**config.mk**
```make
export PLATFORM = sky130hd
export DESIGN_NAME = uart_frame_tx
export DESIGN_NICKNAME = d
export VERILOG_FILES = /design/src/rtl/uft_pkg.sv /design/src/rtl/uft_bit_timer.sv /design/src/rtl/uft_shifter.sv /design/src/rtl/uart_frame_tx.sv
export SDC_FILE = /design/constraint.sdc
export NUM_CORES = 1
export LEC_CHECK = 0
export ABC_AREA = 1
export BUFFER_PORTS_ARGS = -buffer_cell sky130_fd_sc_hd__buf_4
export CORE_AREA = 2 2 54 56
export CTS_BUF_LIST = sky130_fd_sc_hd__clkbuf_4
export DETAILED_ROUTE_END_ITERATION = 6
export DIE_AREA = 0 0 56 58
export PLACE_DENSITY = 0.89
export SETUP_SLACK_MARGIN = 0.02
export SYNTH_ARGS = -nofsm -noshare
export SYNTH_HDL_FRONTEND = slang
export SYNTH_SLANG_ARGS = --single-unit
```
**constraint.sdc**
```tcl
create_clock -name clk -period 3.03 [get_ports clk]
set_clock_uncertainty 0.15 [all_clocks]
set_input_delay 0.606 -clock clk [delete_from_list [all_inputs] [get_ports clk]]
set_output_delay 0.606 -clock clk [all_outputs]
set_load 0.02 [all_outputs]
```
**src/rtl/uft_pkg.sv**
```systemverilog
package uft_pkg;

  localparam int MAXW = 8;

  typedef enum logic [2:0] {
    S_IDLE,
    S_START,
    S_DATA,
    S_PAR,
    S_STOP
  } tx_state_e;

  // number of data bits for a word-length code
  function automatic logic [3:0] word_bits(input logic [1:0] wl);
    return 4'd5 + {2'b00, wl};
  endfunction

  // parity bit for the captured byte under the given controls
  function automatic logic frame_parity(input logic [MAXW-1:0] d,
                                        input logic [1:0] wl,
                                        input logic even,
                                        input logic stick);
    logic [MAXW-1:0] mask;
    logic            ones_odd;
    mask     = {MAXW{1'b1}} >> (2'd3 - wl);
    ones_odd = ^(d & mask);
    if (stick) return ~even;
    return even ? ones_odd : ~ones_odd;
  endfunction

  // length of the stop period in strobes
  function automatic int unsigned stop_ticks(input logic two,
                                             input logic [1:0] wl,
                                             input int unsigned ovs);
    if (!two) return ovs;
    if (wl == 2'b00) return ovs + ovs / 2;
    return 2 * ovs;
  endfunction

endpackage

```
**src/rtl/uft_bit_timer.sv**
```systemverilog
module uft_bit_timer #(
  parameter int CW = 6
) (
  input  logic          clk,
  input  logic          rst_n,
  input  logic          run,
  input  logic          tick,
  input  logic [CW-1:0] limit,
  output logic [CW-1:0] count,
  output logic          done
);

  logic [CW-1:0] cnt_q;

  assign done  = run && tick && (cnt_q == limit - 1'b1);
  assign count = cnt_q;

  always_ff @(posedge clk) begin
    if (!rst_n)            cnt_q <= '0;
    else if (!run || done) cnt_q <= '0;
    else if (tick)         cnt_q <= cnt_q + 1'b1;
  end

endmodule

```
**src/rtl/uft_shifter.sv**
```systemverilog
module uft_shifter #(
  parameter int W = 8
) (
  input  logic         clk,
  input  logic         rst_n,
  input  logic         load,
  input  logic [W-1:0] din,
  input  logic         shift,
  output logic         lsb
);

  logic [W-1:0] sreg;

  assign lsb = sreg[0];

  always_ff @(posedge clk) begin
    if (!rst_n)     sreg <= '0;
    else if (load)  sreg <= din;
    else if (shift) sreg <= sreg >> 1;
  end

endmodule

```
**src/rtl/uart_frame_tx.sv**
```systemverilog
module uart_frame_tx #(
  parameter int OVS = 16
) (
  input  logic       clk,
  input  logic       rst_n,
  input  logic       tick_16x,
  input  logic [7:0] tx_data,
  input  logic       tx_valid,
  output logic       tx_ready,
  input  logic [1:0] lc_wlen,
  input  logic       lc_stop,
  input  logic       lc_par_en,
  input  logic       lc_even,
  input  logic       lc_stick,
  input  logic       lc_break,
  output logic       tx_line,
  output logic       tx_busy
);
  import uft_pkg::*;

  localparam int CW = $clog2(2 * OVS + 1);
  localparam int IW = $clog2(MAXW);

  tx_state_e     state_q, state_d;
  logic [1:0]    wl_q;
  logic          two_q, pe_q, par_q;
  logic [IW-1:0] idx_q;

  // named internal events
  logic          accept;
  logic          run;
  logic          bit_done;
  logic          last_data;
  logic          data_shift;
  logic          data_lsb;
  logic          line_raw;
  logic [CW-1:0] bit_limit;
  logic [CW-1:0] stop_lim;
  logic [CW-1:0] bit_count;

  assign tx_ready   = (state_q == S_IDLE);
  assign accept     = tx_valid && tx_ready;
  assign run        = (state_q != S_IDLE);
  assign tx_busy    = run;
  assign stop_lim   = CW'(stop_ticks(two_q, wl_q, OVS));
  assign bit_limit  = (state_q == S_STOP) ? stop_lim : CW'(OVS);
  assign last_data  = ({1'b0, idx_q} == word_bits(wl_q) - 4'd1);
  assign data_shift = bit_done && (state_q == S_DATA);

  uft_bit_timer #(.CW(CW)) u_timer (
    .clk   (clk),
    .rst_n (rst_n),
    .run   (run),
    .tick  (tick_16x),
    .limit (bit_limit),
    .count (bit_count),
    .done  (bit_done)
  );

  uft_shifter #(.W(MAXW)) u_shift (
    .clk   (clk),
    .rst_n (rst_n),
    .load  (accept),
    .din   (tx_data),
    .shift (data_shift),
    .lsb   (data_lsb)
  );

  always_comb begin
    state_d = state_q;
    case (state_q)
      S_IDLE:  if (accept) state_d = S_START;
      S_START: if (bit_done) state_d = S_DATA;
      S_DATA:  if (bit_done && last_data) state_d = pe_q ? S_PAR : S_STOP;
      S_PAR:   if (bit_done) state_d = S_STOP;
      S_STOP:  if (bit_done) state_d = S_IDLE;
      default: state_d = S_IDLE;
    endcase
  end

  always_ff @(posedge clk) begin
    if (!rst_n) begin
      state_q <= S_IDLE;
      wl_q    <= 2'b00;
      two_q   <= 1'b0;
      pe_q    <= 1'b0;
      par_q   <= 1'b0;
      idx_q   <= '0;
    end else begin
      state_q <= state_d;
      if (accept) begin
        wl_q  <= lc_wlen;
        two_q <= lc_stop;
        pe_q  <= lc_par_en;
        par_q <= frame_parity(tx_data, lc_wlen, lc_even, lc_stick);
        idx_q <= '0;
      end else if (data_shift) begin
        idx_q <= idx_q + 1'b1;
      end
    end
  end

  always_comb begin
    case (state_q)
      S_START: line_raw = 1'b0;
      S_DATA:  line_raw = data_lsb;
      S_PAR:   line_raw = par_q;
      default: line_raw = 1'b1;
    endcase
  end

  // break acts only at the pin
  assign tx_line = line_raw & ~lc_break;

endmodule

```
# [Word-level counts from Yosys, hierarchy flattened]
# Cells that the tools add are included.
[word_totals] ff_bits=25 latchBits=0 n_memories=0 elab_cells=70 mem_bits_ro=0 input_bits=19 out_inout_bits=3 ramBits=0
[op_classes] n_mul=0 add_sub_neg=6 bitwise_logic=6 shift=1 reduce_logical=15 eq_ne=11 n_lt_le_gt_ge=0 muxes=23 div_mod_pow=0
[ops] operator="$mux W3" count=6
[ops] operator="$mux W6" count=3
[ops] operator="$mux W8" count=2
[ops] operator="$pmux W3 S5" count=1
[ops] operator="$mux W5" count=2
[ops] operator="$and A8 B8 Y8" count=1
[ops] operator="$mux W1" count=8
[ops] operator="$reduce_xor A8 Y1" count=1
[ops] operator="$shr A8 B2 Y8 const A" count=1
[ops] operator="$add A6 B1 Y6 const B" count=1
[ops] operator="$eq A3 B2 Y1 const B" count=2
[ops] operator="$eq A6 B6 Y1" count=1
[ops] operator="$ne A2 B2 Y1 const B" count=3
[ops] operator="$sub A6 B1 Y6 const B" count=1
[ops] operator="$logic_and A1 B1 Y1" count=5
[ops] operator="$reduce_and A5 Y1" count=1
[ops] operator="$add A3 B2 Y4 const A" count=1
[ops] operator="$eq A3 B4 Y1" count=1
[ops] operator="$ne A2 B1 Y1 const B" count=2
[ops] operator="$not A1 Y1" count=4
[ops] operator="$reduce_or A2 Y1" count=2
[ops] operator="$sub A4 B1 Y4 const B" count=1
[ops] operator="$add A3 B1 Y3 const B" count=1
[ops] operator="$eq A3 B1 Y1 const B" count=1
[ops] operator="other kinds (10)" count=10

# [Longest topological paths before layout]
[depth] ltp_word=12 ltp_mapped=13

# [Cells and area by module]
# A second synthesis with hierarchy kept.
[hier_totals] hier_cells=262 hier_area_um2=1646.6
[modules_own_cells] module="uart_frame_tx" cells_per_inst=118 n_inst=1 area_each_um2=749.5
[modules_own_cells] module="uft_bit_timer" cells_per_inst=81 n_inst=1 area_each_um2=490.5
[modules_own_cells] module="uft_shifter" cells_per_inst=63 n_inst=1 area_each_um2=406.6

# [Least setup slack after synthesis]
# OpenSTA, ideal clock, no wires.
[synth_path] path_kind="reg-to-reg" start="register state_q[0]" end="register u_shift.sreg[5]" setup_ps=120 arrival_time_ps=1853 period_less_slack_ps=2123 stages_incl_launch_ff=13 required_ps=2760 n_path_buf=0 setup_slack_ps=907 cell_sequence="dfxtp_1 > nor2_4 > nand2_4 > nor3_1 > ha_1 > xnor2_1 > nand2_4 > nor2_8 > nand4_4 > nand2_4 > nand3_1 > o21ai_1 > nor2_1"
[synth_via] elab_chain_len=7
[synth_rtl] item="start, declared" line="uart_frame_tx.sv:24" text="tx_state_e state_q, state_d;"
[synth_rtl] item="start signal, assigned" line="uart_frame_tx.sv:90" text="state_q <= state_d;"
[synth_rtl] item="$eq A3 B3 Y1" line="uart_frame_tx.sv:46" text="assign bit_limit = (state_q == S_STOP) ? stop_lim : CW'(OVS);"
[synth_rtl] item="$mux W6" line="uart_frame_tx.sv:46"
[synth_rtl] item="$sub A6 B1 Y6" line="uft_bit_timer.sv:15" text="assign done = run && tick && (cnt_q == limit - 1'b1);"
[synth_rtl] item="$eq A6 B6 Y1" line="uft_bit_timer.sv:15"
[synth_rtl] item="$logic_and A1 B1 Y1" line="uft_bit_timer.sv:15"
[synth_rtl] item="$logic_and A1 B1 Y1" line="uart_frame_tx.sv:48" text="assign data_shift = bit_done && (state_q == S_DATA);"
[synth_rtl] item="$reduce_bool A2 Y1 (no source line)"
[synth_rtl] item="end signal, assigned" line="uft_shifter.sv:18" text="else if (load) sreg <= din;"
[synth_rtl] item="end signal, assigned" line="uft_shifter.sv:19" text="else if (shift) sreg <= sreg >> 1;"
[synth_rtl] item="end, declared" line="uft_shifter.sv:12" text="logic [W-1:0] sreg;"
# Parallel ways exist; a longest one is shown, timed or not.
# A chain may end at the register's enable or synchronous reset.

# [Worst setup path after layout]
[layout_path] start="register state_q[1]" end="output tx_line"
[layout_via] elab_chain_len=3
[layout_rtl] item="$eq A3 B2 Y1 or $eq A3 B1 Y1 (tied branches)" line="uart_frame_tx.sv:104" text="case (state_q)"
[layout_rtl] item="$pmux W1 S3 *" line="uart_frame_tx.sv:104"
[layout_rtl] item="$and A1 B1 Y1 *" line="uart_frame_tx.sv:113" text="assign tx_line = line_raw & ~lc_break;"
[layout_rtl] item="end, declared" line="uart_frame_tx.sv:16" text="output logic tx_line,"
# Every way passes the cells marked *; elsewhere a longest branch is shown, timed or not.

==> summary.md <==
| Metric | Value |
|---|---|
| Run status | `complete, no violations` |
| WP buf/inv | `3` |
| Post-placement cell area | `1684 um^2` |
| Unrepaired setup endpoints after global routing | `false` |
| CP Class | `reg2out` |
| Maximum number of pins on one net before global-route repair | `16` |
| Crit-path cells | `inv_1 -> nor2_2 -> inv_1 -> nor2_2 -> nand2_1 -> a31oi_1 -> buf_4` |
| LEAKAGE | `0.8268 nW` |
| TritonCTS clock tree | `yes` |
| Die span in x | `56 um` |
| Number of H-tree branching levels | `1` |
| Area growth syn-to-layout | `13.88%` |
| Maximum vdd drop | `0.4399 mV` |
| Portion of the clock cycle consumed by the worst path in the final layout | `0.7740` |
| Most frequently used cell type in the post-synthesis netlist | `nand2_1` |
| Total inserted antenna cells | `0` |
| Post-Layout Inst Area | `1714 um^2` |
| Post-Syn Instances | `212` |
| Number of nets in the finished design | `257` |
| Sequential share of the synthesized area | `0.3325` |
| Worst hold path type | `reg2reg` |
| Clock transition at the registers of the reported paths | `140 ps` |
| Inserted Clock Buffers | `3` |
| Number of post-CTS setup repair buffers | `0` |
| Post-route DRC violation count | `0` |
| Routed len/inst | `10.62 um` |
| Drt first-iter violations | `23` |
| Crit path capture type | `primary output` |
| Max-capacitance violation count | `0` |
| I/O pin cnt | `22` |
| Peak per-stage delay on the critical path | `390 ps` |
| Global-route wire length before repair | `5.023 mm` |
| Via count of the first global-routing pass | `1,249` |
| Tightest hold margin | `321.9 ps` |
| Startpoint types | `flop` |
| Die Y-Extent | `58 um` |
| Initial Utilization | `0.5653` |
| # rows | `19` |
| Crit path max-delay cell type | `dfxtp_1` |
| Number of vias in the routed layout | `1,330` |
| Quantity of hold-fixing buffers added after cts | `0` |
| Overall power of the completed layout | `1.125 mW` |
| Final critical path time including I/O delays and setup | `2345 ps` |
| Number of synthesized flops with an enable pin | `0` |
| Number of distinct standard cells referenced by the synthesized netlist | `30` |
| Final setup violation count | `0` |
| Most area-consuming cells after synthesis | `dfxtp_1 33%, nand2_1 15%, inv_1 5.5%` |
| Pins over their slew limit | `0` |
| Flip-flop and latch count after synthesis | `25` |
| Async SR Flop Fraction | `0` |
| Proportion of layout cells with a drive suffix above 1 | `0.2094` |
| RePlAce Congestion | `0.7763` |
| Synth warnings | `0` |
| Highest clock frequency the design can meet | `0.4264 GHz` |
| Cell area after technology mapping | `1505 um^2` |
| Cell type group with the largest total delay on the critical path | `flip-flops` |
| Total core area | `2663 um^2` |
| Area fraction of the dominant cell type after synthesis | `0.3325` |
| Clock insertion delay at the later pin of the skew report | `320 ps` |
| Worst endpoint required time | `2270 ps` |
| Overflow left after global routing | `0` |
| Flip-flop cell with the highest count after synthesis | `dfxtp_1` |
| Per-instance average area after synthesis | `7.100 um^2` |
| Via/cell ratio | `5.019` |
| Smallest setup slack after layout | `684.7 ps` |
| Library cell with the largest summed area after synthesis | `dfxtp_1` |
| Number of fill cells in the layout | `261` |
| Nets in the synthesized netlist | `234` |
| Power per Cell Area | `656.6 nW/um^2` |
| Clock Tree Buf Depth | `2` |
| Initial antenna violation count | `0` |
| Commonest cells post-synth | `60 x nand2_1, 25 x dfxtp_1, 22 x inv_1` |
| CP max FO | `3` |
| Die Outline Area | `3248 um^2` |
| Clk sinks | `25` |
| Detail Route Antenna Nets | `0` |
| Detailed-router iteration count before antenna repair | `4` |
| Post-placement setup slack | `720.5 ps` |
| CTS Root Cell | `clkbuf_4` |
| Slew at the pin closest to its max-slew limit | `299.2 ps` |
| Overall Global Routing Usage | `0.1932` |
| Port Buf Inserts | `21` |
| Post-DP HPWL | `2.238 mm` |
| Post-CTS Resized | `0` |
| Final Hold Viols | `0` |
| Arrival time reported for the critical path endpoint | `1590 ps` |
| Aggregate routed wire length | `2.813 mm` |
| Accumulated negative setup slack | `0 ps` |
| Max transition margin | `0.8000` |
## state kept, by name, indices dropped and copies added, names as in the netlist
name / flops
u_shift.sreg: 8
u_timer.count: 6
idx_q: 3
state_q: 3
wl_q: 2
par_q: 1
pe_q: 1
two_q: 1
## routing by layer
metal	wire (um)	global-route usage	part of all wire	vias to the layer above
met3	63	0.02009	0.022	2
met1	1282	0.2245	0.46	593
met4	27	0.08163	0.0096	0
met2	1438	0.3613	0.51	20
li1	-	-	-	715
met5	0	0	0	-
## cells in the final DEF (no fill, tap or decap), types with 2 or more instances in the layout
| master | Yosys | layout |
|---|---|---|
| clkbuf_4 | 1 | 4 |
| nor2_2 | 2 | 2 |
| nand3_2 | 3 | 3 |
| inv_1 | 22 | 22 |
| buf_4 | 0 | 21 |
| nand2_1 | 60 | 60 |
| nand2_4 | 6 | 6 |
| o21ai_0 | 9 | 9 |
| a21oi_1 | 15 | 15 |
| nor2_1 | 20 | 20 |
| ha_1 | 3 | 3 |
| xor2_1 | 5 | 5 |
| o21ai_1 | 2 | 2 |
| inv_2 | 3 | 3 |
| dfxtp_1 | 25 | 25 |
| nor2_4 | 3 | 3 |
| nand4_1 | 3 | 3 |
| nor3_1 | 2 | 2 |
| xnor2_1 | 5 | 5 |
| nand3_1 | 11 | 11 |
## per-stage QoR
| step | utilization | cells |
|---|---|---|
| 5_1_grt | 0.6438 | 265 |
| 3_5_place_dp | 0.6325 | 261 |
| 2_1_floorplan | - | 212 |
| 3_3_place_gp | 0.6325 | 261 |
| 6_report | 0.6438 | 265 |
| 4_1_cts | 0.6438 | 265 |
## cells by family (layout without fill, tap and decap cells)
| group | Yosys count | count (layout) | share of synthesized area |
|---|---|---|---|
| buffers and inverters | 29 | 51 | 0.07814 |
| adder cells (fa/ha/maj) | 3 | 3 | 0.02494 |
| flip-flops | 25 | 25 | 0.3325 |
| multiplexers | 1 | 1 | 0.006650 |
| AO/OA/AOI/OAI | 29 | 29 | 0.1072 |
| AND/OR/NAND/NOR | 115 | 115 | 0.3924 |
| XOR/XNOR | 10 | 10 | 0.05819 |
## where the power goes
part	switching, mW	internal, mW	leakage, nW
Combinational	0.340	0.187	0.604
Clock	0.0996	0.0605	0.0184
Sequential	0.0490	0.390	0.204
Total	0.489	0.637	0.827
## layout make-up
| class | instances | area [um^2] | area share |
|---|---|---|---|
| Sequential cell | 25 | 500.5 | 0.2920 |
| Multi-Input combinational cell | 158 | 887.1 | 0.5175 |
| Timing Repair Buffer | 21 | 157.7 | 0.09197 |
| Inverter | 26 | 100.1 | 0.05839 |
| Clock buffer | 4 | 30.03 | 0.01752 |
| Tap cell | 31 | 38.79 | 0.02263 |
## worst paths after layout
kind | start | to | slack, ps | cells past startpoint
worst max-delay path | state_q[1]$_SDFFE_PN0P_ | tx_line | 680 | 7
worst min-delay path | u_shift.sreg[2]$_SDFFE_PN0P_ | u_shift.sreg[2]$_SDFFE_PN0P_ | 320 | 2
worst max register to register | state_q[0]$_SDFFE_PN0P_ | u_shift.sreg[0]$_SDFFE_PN0P_ | 720 | 12
worst min register to register | u_shift.sreg[2]$_SDFFE_PN0P_ | u_shift.sreg[2]$_SDFFE_PN0P_ | 320 | 2
## worst min-delay path: cells and delay by family, from the launching register on
kind	cells	cell delay [ps]
flip-flops	1	340
AND/OR/NAND/NOR	1	60
AO/OA/AOI/OAI	1	50
Power figures use the tool's default switching activity.
